<file path="config.mk">
export PLATFORM = sky130hd
export DESIGN_NAME = cavlc_level_dec
export DESIGN_NICKNAME = d
export VERILOG_FILES = /design/src/rtl/cavlc_lvl_pkg.sv /design/src/rtl/t1_sign_unit.sv /design/src/rtl/level_code_unit.sv /design/src/rtl/lvl_seq_ctrl.sv /design/src/rtl/cavlc_level_dec.sv
export SDC_FILE = /design/constraint.sdc
export NUM_CORES = 1
export LEC_CHECK = 0
export BUFFER_PORTS_ARGS = -buffer_cell sky130_fd_sc_hd__clkbuf_2
export CORE_MARGIN = 2
export CORE_UTILIZATION = 41
export DETAILED_ROUTE_END_ITERATION = 16
export MAX_ROUTING_LAYER = met4
export SLEW_MARGIN = 40
export SYNTH_ARGS = -nofsm -noshare
export SYNTH_HDL_FRONTEND = slang
export SYNTH_SLANG_ARGS = --single-unit
export TNS_END_PERCENT = 30
</file>
<file path="constraint.sdc">
create_clock -name clk -period 19.2 [get_ports clk]
set_input_delay 1.92 -clock clk [delete_from_list [all_inputs] [get_ports clk]]
set_output_delay 1.92 -clock clk [all_outputs]
set_load 0.1 [all_outputs]
</file>
<file path="src/rtl/cavlc_lvl_pkg.sv">
package cavlc_lvl_pkg;

  typedef enum logic [1:0] {
    ST_IDLE  = 2'd0,
    ST_ZERO  = 2'd1,
    ST_SIGN  = 2'd2,
    ST_LEVEL = 2'd3
  } seq_state_e;

  localparam int unsigned SL_W    = 3;   // suffix length register width
  localparam int unsigned SL_CAP  = 6;   // largest suffix length
  localparam int unsigned PFX_W   = 4;   // prefix count width
  localparam int unsigned ESC_PFX = 15;  // prefix value that selects the escape form
  localparam int unsigned ESC_SUF = 12;  // escape suffix bits
  localparam int unsigned ESC_LEN = 28;  // escape codeword length
  localparam int unsigned T1_MAX  = 3;   // trailing ones per block

endpackage

</file>
<file path="src/rtl/t1_sign_unit.sv">
module t1_sign_unit
  import cavlc_lvl_pkg::*;
#(
  parameter int unsigned LVL_W = 16
) (
  input  logic [T1_MAX-1:0]       sign_i,
  input  logic [1:0]              t1_i,
  output logic [T1_MAX-1:0]       we_o,
  output logic [T1_MAX*LVL_W-1:0] data_o
);

  // Lane k carries the k-th trailing one; its sign bit sits k places below the MSB.
  for (genvar k = 0; k < T1_MAX; k++) begin : g_lane
    assign we_o[k] = (t1_i > 2'(k));
    assign data_o[k*LVL_W +: LVL_W] = sign_i[T1_MAX-1-k] ? {LVL_W{1'b1}} : LVL_W'(1);
  end

endmodule

</file>
<file path="src/rtl/level_code_unit.sv">
module level_code_unit
  import cavlc_lvl_pkg::*;
#(
  parameter int unsigned WIN_W = 32,
  parameter int unsigned LVL_W = 16,
  parameter int unsigned LEN_W = 6
) (
  input  logic [WIN_W-1:0] win_i,
  input  logic [SL_W-1:0]  sl_i,
  input  logic             bump_i,
  output logic [LVL_W-1:0] level_o,
  output logic [LEN_W-1:0] len_o,
  output logic [SL_W-1:0]  sl_next_o
);

  localparam int unsigned LC_W = ESC_SUF + 2;
  localparam logic [PFX_W-1:0] PFX_ESC = PFX_W'(ESC_PFX);
  localparam logic [PFX_W-1:0] PFX_14  = PFX_W'(ESC_PFX - 1);
  localparam logic [PFX_W:0]   SUF_ESC = (PFX_W+1)'(ESC_SUF);

  logic [PFX_W-1:0]   pfx;
  logic               found;
  logic [PFX_W:0]     suf_sz;
  logic [WIN_W-1:0]   after_pfx;
  logic [ESC_SUF-1:0] suf_top;
  logic [ESC_SUF-1:0] suf;
  logic [LC_W-1:0]    lc;
  logic [LC_W-1:0]    mag;
  logic [LC_W-1:0]    thr;
  logic [SL_W-1:0]    sl_eff;

  // Leading-one search over the prefix field
  always_comb begin
    found = 1'b0;
    pfx   = PFX_ESC;
    for (int i = 0; i <= int'(ESC_PFX); i++) begin
      if (!found && win_i[WIN_W-1-i]) begin
        pfx   = PFX_W'(i);
        found = 1'b1;
      end
    end
  end

  // Suffix size, suffix extraction and code length
  always_comb begin
    if (pfx == PFX_ESC)                 suf_sz = SUF_ESC;
    else if (pfx == PFX_14 && sl_i == '0) suf_sz = (PFX_W+1)'(4);
    else                                suf_sz = (PFX_W+1)'(sl_i);
    after_pfx = win_i << ({1'b0, pfx} + (PFX_W+1)'(1));
    suf_top   = after_pfx[WIN_W-1 -: ESC_SUF];
    suf       = suf_top >> (SUF_ESC - suf_sz);
    len_o     = LEN_W'(pfx) + LEN_W'(1) + LEN_W'(suf_sz);
    if (pfx == PFX_ESC) begin
      assert_esc_len_R7: assert (len_o == LEN_W'(ESC_LEN))
        else $error("escape codeword length wrong");
    end
  end

  // Level code, signed value, suffix length adaptation
  always_comb begin
    lc = (LC_W'(pfx) << sl_i) + LC_W'(suf);
    if (pfx == PFX_ESC && sl_i == '0) lc = lc + LC_W'(15);
    if (bump_i)                      lc = lc + LC_W'(2);
    mag     = lc[0] ? ((lc + LC_W'(1)) >> 1) : ((lc + LC_W'(2)) >> 1);
    level_o = lc[0] ? -LVL_W'(mag) : LVL_W'(mag);
    sl_eff  = (sl_i == '0) ? SL_W'(1) : sl_i;
    thr     = LC_W'(3) << (sl_eff - SL_W'(1));
    if (mag > thr && sl_eff < SL_W'(SL_CAP)) sl_next_o = sl_eff + SL_W'(1);
    else                                     sl_next_o = sl_eff;
    assert_sl_cap_R9: assert (sl_next_o <= SL_W'(SL_CAP))
      else $error("suffix length above cap");
  end

endmodule

</file>
<file path="src/rtl/lvl_seq_ctrl.sv">
module lvl_seq_ctrl
  import cavlc_lvl_pkg::*;
#(
  parameter int unsigned LVL_W = 16,
  parameter int unsigned CNT_W = 5,
  parameter int unsigned IDX_W = 4,
  parameter int unsigned LEN_W = 6
) (
  input  logic                     clk,
  input  logic                     rst_ni,
  input  logic                     start_i,
  input  logic [CNT_W-1:0]         tc_i,
  input  logic [1:0]               t1_i,
  input  logic [CNT_W-1:0]         mx_i,
  input  logic [T1_MAX-1:0]        win_top_i,
  input  logic [T1_MAX-1:0]        sign_we_i,
  input  logic [T1_MAX*LVL_W-1:0]  sign_data_i,
  input  logic [LVL_W-1:0]         level_i,
  input  logic [LEN_W-1:0]         len_i,
  input  logic [SL_W-1:0]          sl_next_i,
  output logic [T1_MAX-1:0]        sign_q_o,
  output logic [1:0]               t1_q_o,
  output logic [SL_W-1:0]          sl_q_o,
  output logic                     bump_q_o,
  output logic [LEN_W-1:0]         consume_len_o,
  output logic [T1_MAX-1:0]        wr_en_o,
  output logic [IDX_W-1:0]         wr_idx_o,
  output logic [T1_MAX*LVL_W-1:0]  wr_data_o,
  output logic                     done_o,
  output logic                     skip_tz_o,
  output logic                     zero_blk_o
);

  seq_state_e        state_q, state_d;
  logic [CNT_W-1:0]  tc_q;
  logic [1:0]        t1_q;
  logic              skip_q;
  logic [T1_MAX-1:0] sign_q;
  logic [SL_W-1:0]   sl_q, sl_d;
  logic [IDX_W-1:0]  idx_q, idx_d;
  logic              bump_q, bump_d;
  logic              ld_start, en_walk, last;

  assign ld_start = (state_q == ST_IDLE) && start_i;
  assign en_walk  = (state_q == ST_SIGN) || (state_q == ST_LEVEL);

  // Final-write detection per state
  always_comb begin
    unique case (state_q)
      ST_ZERO:  last = 1'b1;
      ST_SIGN:  last = (tc_q == CNT_W'(t1_q));
      ST_LEVEL: last = ((CNT_W'(idx_q) + CNT_W'(1)) == tc_q);
      default:  last = 1'b0;
    endcase
  end

  // Next state and walk registers
  always_comb begin
    state_d = state_q;
    sl_d    = sl_q;
    idx_d   = idx_q;
    bump_d  = bump_q;
    unique case (state_q)
      ST_IDLE: begin
        if (start_i) begin
          state_d = (tc_i == '0) ? ST_ZERO : ST_SIGN;
          sl_d    = (tc_i > CNT_W'(10) && t1_i < 2'd3) ? SL_W'(1) : SL_W'(0);
          idx_d   = '0;
          bump_d  = (t1_i < 2'd3);
        end
      end
      ST_ZERO: state_d = ST_IDLE;
      ST_SIGN: begin
        idx_d   = IDX_W'(t1_q);
        state_d = last ? ST_IDLE : ST_LEVEL;
      end
      ST_LEVEL: begin
        idx_d   = idx_q + IDX_W'(1);
        sl_d    = sl_next_i;
        bump_d  = 1'b0;
        state_d = last ? ST_IDLE : ST_LEVEL;
      end
      default: state_d = ST_IDLE;
    endcase
  end

  always_ff @(posedge clk or negedge rst_ni) begin
    if (!rst_ni) state_q <= ST_IDLE;
    else         state_q <= state_d;
  end

  always_ff @(posedge clk or negedge rst_ni) begin
    if (!rst_ni) begin
      tc_q   <= '0;
      t1_q   <= '0;
      skip_q <= 1'b0;
      sign_q <= '0;
    end else if (ld_start) begin
      tc_q   <= tc_i;
      t1_q   <= t1_i;
      skip_q <= (tc_i == '0) || (tc_i == mx_i);
      sign_q <= win_top_i;
    end
  end

  always_ff @(posedge clk or negedge rst_ni) begin
    if (!rst_ni) begin
      sl_q   <= '0;
      idx_q  <= '0;
      bump_q <= 1'b0;
    end else if (ld_start || en_walk) begin
      sl_q   <= sl_d;
      idx_q  <= idx_d;
      bump_q <= bump_d;
    end
  end

  // Output steering
  always_comb begin
    consume_len_o = '0;
    wr_en_o       = '0;
    wr_idx_o      = '0;
    wr_data_o     = '0;
    unique case (state_q)
      ST_SIGN: begin
        consume_len_o = LEN_W'(t1_q);
        wr_en_o       = sign_we_i;
        wr_data_o     = sign_data_i;
      end
      ST_LEVEL: begin
        consume_len_o = len_i;
        wr_en_o       = T1_MAX'(1);
        wr_idx_o      = idx_q;
        wr_data_o     = {{((T1_MAX-1)*LVL_W){1'b0}}, level_i};
      end
      default: ;
    endcase
  end

  assign done_o     = last;
  assign skip_tz_o  = last && skip_q;
  assign zero_blk_o = (state_q == ST_ZERO);

  assign sign_q_o = sign_q;
  assign t1_q_o   = t1_q;
  assign sl_q_o   = sl_q;
  assign bump_q_o = bump_q;

  // done lasts exactly one cycle
  assert_done_pulse_R10: assert property (@(posedge clk) disable iff (!rst_ni)
    done_o |=> !done_o);

  // an empty block writes and consumes nothing and flags both skips
  assert_zero_flags_R2: assert property (@(posedge clk) disable iff (!rst_ni)
    zero_blk_o |-> (done_o && skip_tz_o && wr_en_o == '0 && consume_len_o == '0));

  // the write index continues from the entries already written
  assert_idx_order_R4: assert property (@(posedge clk) disable iff (!rst_ni)
    (wr_en_o[0] && !done_o) |=>
      (wr_idx_o == IDX_W'($past(wr_idx_o) + IDX_W'($countones($past(wr_en_o))))));

  // no single cycle consumes more than an escape codeword
  assert_len_bound_R7: assert property (@(posedge clk) disable iff (!rst_ni)
    consume_len_o <= LEN_W'(ESC_LEN));

  // stored suffix length never passes the cap
  assert_sl_reg_R9: assert property (@(posedge clk) disable iff (!rst_ni)
    sl_q <= SL_W'(SL_CAP));

endmodule

</file>
<file path="src/rtl/cavlc_level_dec.sv">
module cavlc_level_dec
  import cavlc_lvl_pkg::*;
#(
  parameter int unsigned WIN_W     = 32,
  parameter int unsigned LVL_W     = 16,
  parameter int unsigned MAX_COEFF = 16,
  // derived widths; keep at their defaults
  parameter int unsigned CNT_W     = $clog2(MAX_COEFF + 1),
  parameter int unsigned IDX_W     = $clog2(MAX_COEFF),
  parameter int unsigned LEN_W     = $clog2(WIN_W + 1)
) (
  input  logic                    clk,
  input  logic                    rst_n,
  input  logic                    start,
  input  logic [CNT_W-1:0]        total_coeff,
  input  logic [1:0]              trailing_ones,
  input  logic [CNT_W-1:0]        max_coeff,
  input  logic [WIN_W-1:0]        bits,
  output logic [LEN_W-1:0]        consume_len,
  output logic [T1_MAX-1:0]       wr_en,
  output logic [IDX_W-1:0]        wr_idx,
  output logic [T1_MAX*LVL_W-1:0] wr_data,
  output logic                    done,
  output logic                    skip_tz,
  output logic                    zero_blk
);

  logic [1:0]               rst_pipe;
  logic                     rst_q;
  logic [T1_MAX-1:0]        sign_q;
  logic [1:0]               t1_q;
  logic [SL_W-1:0]          sl_q, sl_next;
  logic                     bump_q;
  logic [T1_MAX-1:0]        sign_we;
  logic [T1_MAX*LVL_W-1:0]  sign_data;
  logic [LVL_W-1:0]         level;
  logic [LEN_W-1:0]         len;

  // Asynchronous assert, synchronous release
  always_ff @(posedge clk or negedge rst_n) begin
    if (!rst_n) rst_pipe <= '0;
    else        rst_pipe <= {rst_pipe[0], 1'b1};
  end
  assign rst_q = rst_pipe[1];

  t1_sign_unit #(.LVL_W(LVL_W)) u_sign (
    .sign_i (sign_q),
    .t1_i   (t1_q),
    .we_o   (sign_we),
    .data_o (sign_data)
  );

  level_code_unit #(.WIN_W(WIN_W), .LVL_W(LVL_W), .LEN_W(LEN_W)) u_level (
    .win_i     (bits),
    .sl_i      (sl_q),
    .bump_i    (bump_q),
    .level_o   (level),
    .len_o     (len),
    .sl_next_o (sl_next)
  );

  lvl_seq_ctrl #(.LVL_W(LVL_W), .CNT_W(CNT_W), .IDX_W(IDX_W), .LEN_W(LEN_W)) u_ctrl (
    .clk           (clk),
    .rst_ni        (rst_q),
    .start_i       (start),
    .tc_i          (total_coeff),
    .t1_i          (trailing_ones),
    .mx_i          (max_coeff),
    .win_top_i     (bits[WIN_W-1 -: T1_MAX]),
    .sign_we_i     (sign_we),
    .sign_data_i   (sign_data),
    .level_i       (level),
    .len_i         (len),
    .sl_next_i     (sl_next),
    .sign_q_o      (sign_q),
    .t1_q_o        (t1_q),
    .sl_q_o        (sl_q),
    .bump_q_o      (bump_q),
    .consume_len_o (consume_len),
    .wr_en_o       (wr_en),
    .wr_idx_o      (wr_idx),
    .wr_data_o     (wr_data),
    .done_o        (done),
    .skip_tz_o     (skip_tz),
    .zero_blk_o    (zero_blk)
  );

endmodule

</file>
==> results of run 1 <==
placed cells by master (no fill, tap or decap), drive strengths merged, types with 7 or more instances in the layout:
cell and n:
clkbuf 113, nand2 110, o21ai 63, a21oi 56, nor2 53, nand3 43, xnor2 40, ha 37
mux2i 35, inv 31, xor2 23, dfrtp 23, nor3 23, and2 21, mux4 20, a211oi 16
nor2b 14, o21a 13, and3 12, nand2b 11, o22ai 11, nor4 11, a21o 10, nand4 10
a311oi 10, o31ai 9, a211o 8, buf 8, mux2 8, a31oi 7, a32oi 7
worst max-delay path: cells and delay by family:
kind | cells | cell delay (ns)
AND/OR/NAND/NOR | 10 | 2.77
adder cells (fa/ha/maj) | 5 | 1.68
AO/OA/AOI/OAI | 12 | 2.91
XOR/XNOR | 1 | 0.18
multiplexers | 1 | 0.37
buffers and inverters | 7 | 1.94
stage by stage:
step | std cells | area (µm²) | util (%) | worst slack [ns] | hold slack, ns
6_report | 1158 | 7223 | 45.47 | 5.450 | 0.2211
2_1_floorplan | 897 | 6666 | - | 5.000 | 0.2669
3_3_place_gp | 1154 | 7137 | 44.93 | 5.746 | 0.3367
3_5_place_dp | 1154 | 7138 | 44.94 | 5.580 | 0.2440
5_1_grt | 1158 | 7223 | 45.47 | 4.752 | 0.2735
4_1_cts | 1158 | 7221 | 45.46 | 5.547 | 0.2524
sequential cells by signal, indices dropped and copies added (netlist names):
register / flops
rst_pipe: 2
u_ctrl.bump_q_o: 1
u_ctrl.idx_q: 4
u_ctrl.sign_q_o: 3
u_ctrl.skip_q: 1
u_ctrl.sl_q_o: 3
u_ctrl.state_q: 2
u_ctrl.t1_q_o: 2
u_ctrl.tc_q: 5
kinds of logic (layout without fill, tap and decap cells):
group	count (synthesis)	count (layout)	share of synthesized area [%]
buffers and inverters	111	156	8.145
and+or+nand+nor	336	336	26.07
DFF	23	23	8.634
xor gates and xnor gates	65	65	9.290
adders and majority gates	39	39	7.545
other	1	1	0.05625
muxes	63	63	13.42
AOI/OAI and AO/OA	259	259	26.84
path summary, 6_finish.rpt:
check / depth (start not counted) / slack [ns] / end
worst max-delay path: 36 / 5.45 / wr_data[11]
worst min-delay path: 0 / 0.22 / u_ctrl.sign_q_o[0]
worst max register to register: 35 / 11.17 / u_ctrl.sl_q_o[1]
worst min register to register: 0 / 0.22 / u_ctrl.sign_q_o[0]
max in group asynchronous: 1 / 17.67 / rst_pipe[1]
min in group clk: 0 / 0.36 / rst_pipe[1]
per-layer routing:
metal	GRT usage, %	part of all wire [%]	vias up
met1	31.60	46	3285
met3	1.273	4.6	15
met4	2.899	1.1	0
met5	-	0	-
met2	38.25	48	222
li1	-	-	3411
layout make-up:
class	instances	area share [%]
Clock buffer	3	1.039
Clock inverter	1	0.1039
Inverter	34	1.767
Multi-Input combinational cell	763	76.91
Sequential cell	23	7.985
Tap cell	216	3.742
Timing Repair Buffer	118	8.453
==> impl_metrics.ini, run 1 <==
[clock_network]
cts-resized-gates = 0
postCtsSetupRepairBufs = 0
numCtsBuffers = 3
cts_tree = done
clk_pin_slew_ns = 0.06
htree_levels = 1
cts_max_path_buffers = 2
clock-root-buffer = clkbuf_16
cts.sinks = 23
clk_latency_ns = 0.26
ctsHoldBuffers = 0

[sta]
max_freq_mhz = 72.73
rsz0062_at_grt = no
finalHoldViolCount = 0
fin_skew_ns = 0.003507
tightest_slew_ns = 0.7891
setup_violations = 0
min_period_ns = 13.75
period_share_pct = 71.61
setup_tns_ns = 0
slew_headroom_pct = 47.02
slew_violations = 0

[yosys]
yosysWarnings = 0
avgSynthCellArea_um2 = 7.432
ys_seq_elements = 23
synth_top_cell_area_share_pct = 8.634
synth_edf_count = 0
ys.flop_type = dfrtp_1
synthTopCellsByCount = nand2_1 (109), o21ai_0 (61), a21oi_1 (55)
syn_nets = 983
yosysMostFrequentCell = nand2_1
synth.area.top_cells = dfrtp_1 (8.6%), ha_1 (6.9%), mux4_2 (6.8%)
syn_inst = 897
synth_area_um2 = 6666
synthDistinctLibCells = 90
async_flop_share_pct = 100.0
synth_top_area_cell = dfrtp_1
yosysSeqAreaShare_pct = 8.634

[drt]
dr.pass1.iters = 7
wl_um = 20360
route.vias.total = 6933
drt-wirelength-per-cell_um = 17.58
drc = 0
ant_nets = 0
routed_via_density = 5.987
first_iter_violations = 554

[min_path]
hold_class = reg -> async

[critical_path]
path_max_fanout = 31
cp-end-kind = primary output
required_ns = 17.28
cp.arrival_ns = 11.83
path_class = in -> out
cp-startpoint = bits[28]
slowest_delay_ns = 0.59
startpoint_type = input pin
critical-path-top-cell-by-count = ha_1
slowest_stage = or4b_4
r2r-start = u_ctrl.sl_q_o[0]

[global_route]
globalRouteTotalUtil_pct = 22.93
grt_antenna_before_repair = 0
grt_overflow_total = 0
grt_pass1_wl_um = 32600
grt_pass1_vias = 6187
grt_max_degree = 35

[finish]
drive_above_1_share_pct = 19.96
multi_input_area_um2 = 5555
fillers = 1687
antennaDiodeCount = 0
final_nets = 1029
area.sequential_um2 = 576.8
area_growth_pct = 8.352

[floorplanning]
chipHeight_um = 131.5
ios = 111
rows = 46
core_area_um2 = 15890
die_width_um = 131.5
dieArea_um2 = 17290
initial_core_util_pct = 41.97

[status]
status = completed

[place]
numPortBuffers = 110
place.gp.congestion = 0.9398
dp_hpwl_um = 16280

[job]
maxCapViolations = 0
Power of run 1 is not shown: default switching activity piles up to over one toggle a cycle in this logic, so the estimate is an artifact.
==> inputs of run 2 (changes only) <==
==> constraint.sdc (replaced) <==
create_clock -name clk -period 12.83 [get_ports clk]
set_input_delay 1.283 -clock clk [delete_from_list [all_inputs] [get_ports clk]]
set_output_delay 1.283 -clock clk [all_outputs]
set_load 0.1 [all_outputs]
==> run 2 against run 1 <==
Effect of this change: sequential share of layout area is 0.26 points lower; non-clock buffer count up 2; setup slack got worse by 4.5 ns; via count down 0.29%; global-route usage increased by 0.27 points; critical path depth fell by 1; routed wire length increased by 0.10%; final cell count increased by 0.17%; die area stayed put; register-to-register slack lost 6.4 ns; clock-buffer cell count is the same.
==> impl_metrics.ini, run 2 (synthesized netlist as in run 1, its figures left out) <==
[floorplanning]
ios = 111
initial_core_util_pct = 41.97
dieArea_um2 = 17290
core_area_um2 = 15890
chipHeight_um = 131.5
die_width_um = 131.5
rows = 46

[critical_path]
slowest_delay_ns = 0.59
cp.arrival_ns = 10.62
slowest_stage = or4b_4
startpoint_type = input pin
required_ns = 11.55
path_max_fanout = 31
cp-end-kind = primary output
path_class = in -> out

[clock_network]
clk_pin_slew_ns = 0.06
cts.sinks = 23
cts_tree = done
clock-root-buffer = clkbuf_16
cts_max_path_buffers = 2
htree_levels = 1
ctsHoldBuffers = 0
clk_latency_ns = 0.26
cts-resized-gates = 0
postCtsSetupRepairBufs = 0
numCtsBuffers = 3

[place]
dp_hpwl_um = 16450
place.gp.congestion = 0.9457
numPortBuffers = 110
dpl.cell_count = 1156

[finish]
area_growth_pct = 12.07
reg_top3 = u_ctrl.tc_q x5, u_ctrl.idx_q x4
final_common_cell = nand2_1
regMostFlops = u_ctrl.tc_q
final_nets = 1031
mostFrequentLayoutCells = nand2_1 (109), clkbuf_2 (95), o21ai_0 (61)
largest_register_ffs = 5
antennaDiodeCount = 0
fin_cells = 1160
drive_above_1_share_pct = 20.23

[sta]
slew_violations = 0
slew_headroom_pct = 44.93
tightest_slew_ns = 0.8243
min_period_ns = 11.90
fin_skew_ns = 0.002988
period_share_pct = 92.76
setup_tns_ns = 0
max_freq_mhz = 84.02
rsz0062_at_grt = no
setup_violations = 0
finalHoldViolCount = 0

[global_route]
grt_max_degree = 32
grt_pass1_wl_um = 32870
grt_antenna_before_repair = 0
grt_pass1_vias = 6277
grt_overflow_total = 0
globalRouteTotalUtil_pct = 23.20

[drt]
first_iter_violations = 479
routed_via_density = 5.959
wl_um = 20380
drc = 0
ant_nets = 0
drt-wirelength-per-cell_um = 17.57
dr.pass1.iters = 5
route.vias.total = 6913

[min_path]
hold_class = reg -> async

[job]
maxCapViolations = 0

[status]
status = completed
## run 2: final cells by class
type | instances | area [µm²]
Clock inverter | 1 | 7.507
Multi-Input combinational cell | 763 | 5563
Inverter | 34 | 127.6
Fill cell | 1657 | 8414
Sequential cell | 23 | 576.8
Timing Repair Buffer | 120 | 850.8
Tap cell | 216 | 270.3
Clock buffer | 3 | 75.07
## run 2: worst paths after layout
check,from,to,slack (ns),depth (start not counted)
setup reg to reg,u_ctrl.sl_q_o[0],u_ctrl.sl_q_o[1],4.73,34
hold / removal,rst_pipe[1],u_ctrl.skip_q,0.23,0
max in group asynchronous,rst_n,rst_pipe[1],11.92,1
hold reg to reg,rst_pipe[1],u_ctrl.skip_q,0.23,0
setup / recovery,bits[24],wr_data[11],0.93,35
min in group clk,rst_pipe[0],rst_pipe[1],0.35,0
## run 2: per-layer routing
metal  global-route usage [%]  routed length (µm)  vias to the layer above
met2                    39.30                9861                      248
met4                    3.986                 277                        0
li1                         -                   -                     3420
met5                        -                   0                        -
met1                    30.94                9156                     3220
met3                    1.543                1088                       25
## run 2: through the flow
step                      hold WS, ns  utilization (%)  setup WS (ns)  area, µm²
after floorplan                0.2669                -        0.05210       6671
after global placement         0.3337            46.47          1.235       7382
after detailed placement       0.2356            46.51          1.105       7388
after CTS                      0.2424            47.03          1.046       7471
after global routing           0.2832            47.03         0.2146       7471
final                          0.2330            47.03         0.9286       7471
## run 2: critical path, delay by kind of cell
| kind | cells | cell delay [ns] |
|---|---|---|
| AO/OA/AOI/OAI | 13 | 3.41 |
| buffers and inverters | 7 | 1.44 |
| multiplexers | 1 | 0.42 |
| adder cells (fa/ha/maj) | 5 | 1.72 |
| XOR/XNOR | 1 | 0.12 |
| AND/OR/NAND/NOR | 8 | 2.20 |
Power of run 2 is left out for the same reason.
==> inputs of run 3 (changes only) <==
--- a/config.mk
+++ b/config.mk
@@ -5,7 +5,7 @@
 export SDC_FILE = /design/constraint.sdc
 export NUM_CORES = 1
 export LEC_CHECK = 0
-export BUFFER_PORTS_ARGS = -buffer_cell sky130_fd_sc_hd__clkbuf_2
+export BUFFER_PORTS_ARGS = -buffer_cell sky130_fd_sc_hd__buf_2
 export CORE_MARGIN = 2
 export CORE_UTILIZATION = 41
 export DETAILED_ROUTE_END_ITERATION = 16
==> run 3 against run 2 <==
Effect of this change: via count down 1.1%; largest cell class unchanged; maximum frequency up 0.42%; worst hold slack worse by 0.00069 ns; cell area unchanged.
==> impl_metrics.ini, run 3 (synthesized netlist as in run 1, its figures left out) <==
[clock_network]
ctsHoldBuffers = 0
clk_pin_slew_ns = 0.06
cts.sinks = 23
cts_max_path_buffers = 2
postCtsSetupRepairBufs = 0
numCtsBuffers = 3
clk_latency_ns = 0.26
cts-resized-gates = 0
cts_tree = done
clock-root-buffer = clkbuf_16
htree_levels = 1

[global_route]
grt_pass1_wl_um = 32810
grt_pass1_vias = 6307
globalRouteTotalUtil_pct = 23.15
grt_antenna_before_repair = 0
grt_max_degree = 32
grt_overflow_total = 0

[sta]
slew_headroom_pct = 46.43
max_freq_mhz = 84.38
tightest_slew_ns = 0.8018
fin_skew_ns = 0.002753
rsz0062_at_grt = no
finalHoldViolCount = 0
setup_violations = 0
min_period_ns = 11.85
slew_violations = 0
period_share_pct = 92.37
setup_tns_ns = 0

[finish]
mostFrequentLayoutCells = nand2_1 (109), buf_2 (95), o21ai_0 (61)
area_growth_pct = 12.07
final_nets = 1031
design_area_um2 = 7471
final_common_cell = nand2_1
antennaDiodeCount = 0
regMostFlops = u_ctrl.tc_q
largest_register_ffs = 5
drive_above_1_share_pct = 20.23
reg_top3 = u_ctrl.tc_q x5, u_ctrl.idx_q x4

[critical_path]
required_ns = 11.55
startpoint_type = input pin
path_max_fanout = 31
slowest_delay_ns = 0.59
path_class = in -> out
slowest_stage = or4b_4
cp.arrival_ns = 10.57
cp-end-kind = primary output

[place]
place.gp.congestion = 0.9646
numPortBuffers = 110
dpl_cell_area_um2 = 7388
dp_hpwl_um = 16300

[floorplanning]
initial_core_util_pct = 41.97
die_width_um = 131.5
core_area_um2 = 15890
ios = 111
dieArea_um2 = 17290
rows = 46
chipHeight_um = 131.5

[drt]
ant_nets = 0
first_iter_violations = 540
drc = 0
routed_via_density = 5.897
dr.pass1.iters = 5
wl_um = 20200
route.vias.total = 6840
drt-wirelength-per-cell_um = 17.41

[job]
maxCapViolations = 0

[status]
status = completed

[min_path]
hold_class = reg -> async
## run 3: changes by cell type in the layout (fill, tap and decap cells not counted)
cell | before | now
clkbuf_2 | 95 | 0
buf_2 | 0 | 95
## run 3: area by class of cell
cell class	instances	area [µm²]
Clock inverter	1	7.507
Inverter	34	127.6
Multi-Input combinational cell	763	5563
Timing Repair Buffer	120	850.8
Clock buffer	3	75.07
Sequential cell	23	576.8
Tap cell	216	270.3
Fill cell	1646	8414
## run 3: critical path: cells and delay by family
kind,cells,cell delay [ns]
adder cells (fa/ha/maj),5,1.74
AO/OA/AOI/OAI,13,3.37
buffers and inverters,7,1.41
AND/OR/NAND/NOR,8,2.22
XOR/XNOR,1,0.13
multiplexers,1,0.40
## run 3: worst paths after layout
| kind | cells past startpoint | start | endpoint | slack (ns) |
|---|---|---|---|---|
| setup / recovery | 35 | bits[24] | wr_data[11] | 0.98 |
| hold / removal | 0 | rst_pipe[1] | u_ctrl.tc_q[3] | 0.23 |
| setup reg to reg | 34 | u_ctrl.sl_q_o[0] | u_ctrl.sl_q_o[2] | 4.75 |
| hold reg to reg | 0 | rst_pipe[1] | u_ctrl.tc_q[3] | 0.23 |
| max in group asynchronous | 1 | rst_n | rst_pipe[1] | 11.93 |
| min in group clk | 0 | rst_pipe[0] | rst_pipe[1] | 0.35 |
## run 3: stage by stage
step | cells | worst slack [ns] | utilization [%] | hold WS [ns]
3_3_place_gp | 1156 | 1.237 | 46.47 | 0.3331
3_5_place_dp | 1156 | 1.126 | 46.51 | 0.2421
6_report | 1160 | 0.9790 | 47.03 | 0.2323
2_1_floorplan | 897 | 0.05210 | - | 0.2669
4_1_cts | 1160 | 1.061 | 47.03 | 0.2476
5_1_grt | 1160 | 0.2678 | 47.03 | 0.2763
## run 3: metal layers
| layer | up-vias | track usage [%] | part of all wire, % |
|---|---|---|---|
| met1 | 3208 | 30.88 | 46 |
| met3 | 28 | 1.505 | 4.0 |
| li1 | 3408 | - | - |
| met5 | - | - | 0 |
| met4 | 0 | 5.254 | 2.2 |
| met2 | 196 | 38.60 | 48 |
Power of run 3 is left out for the same reason.
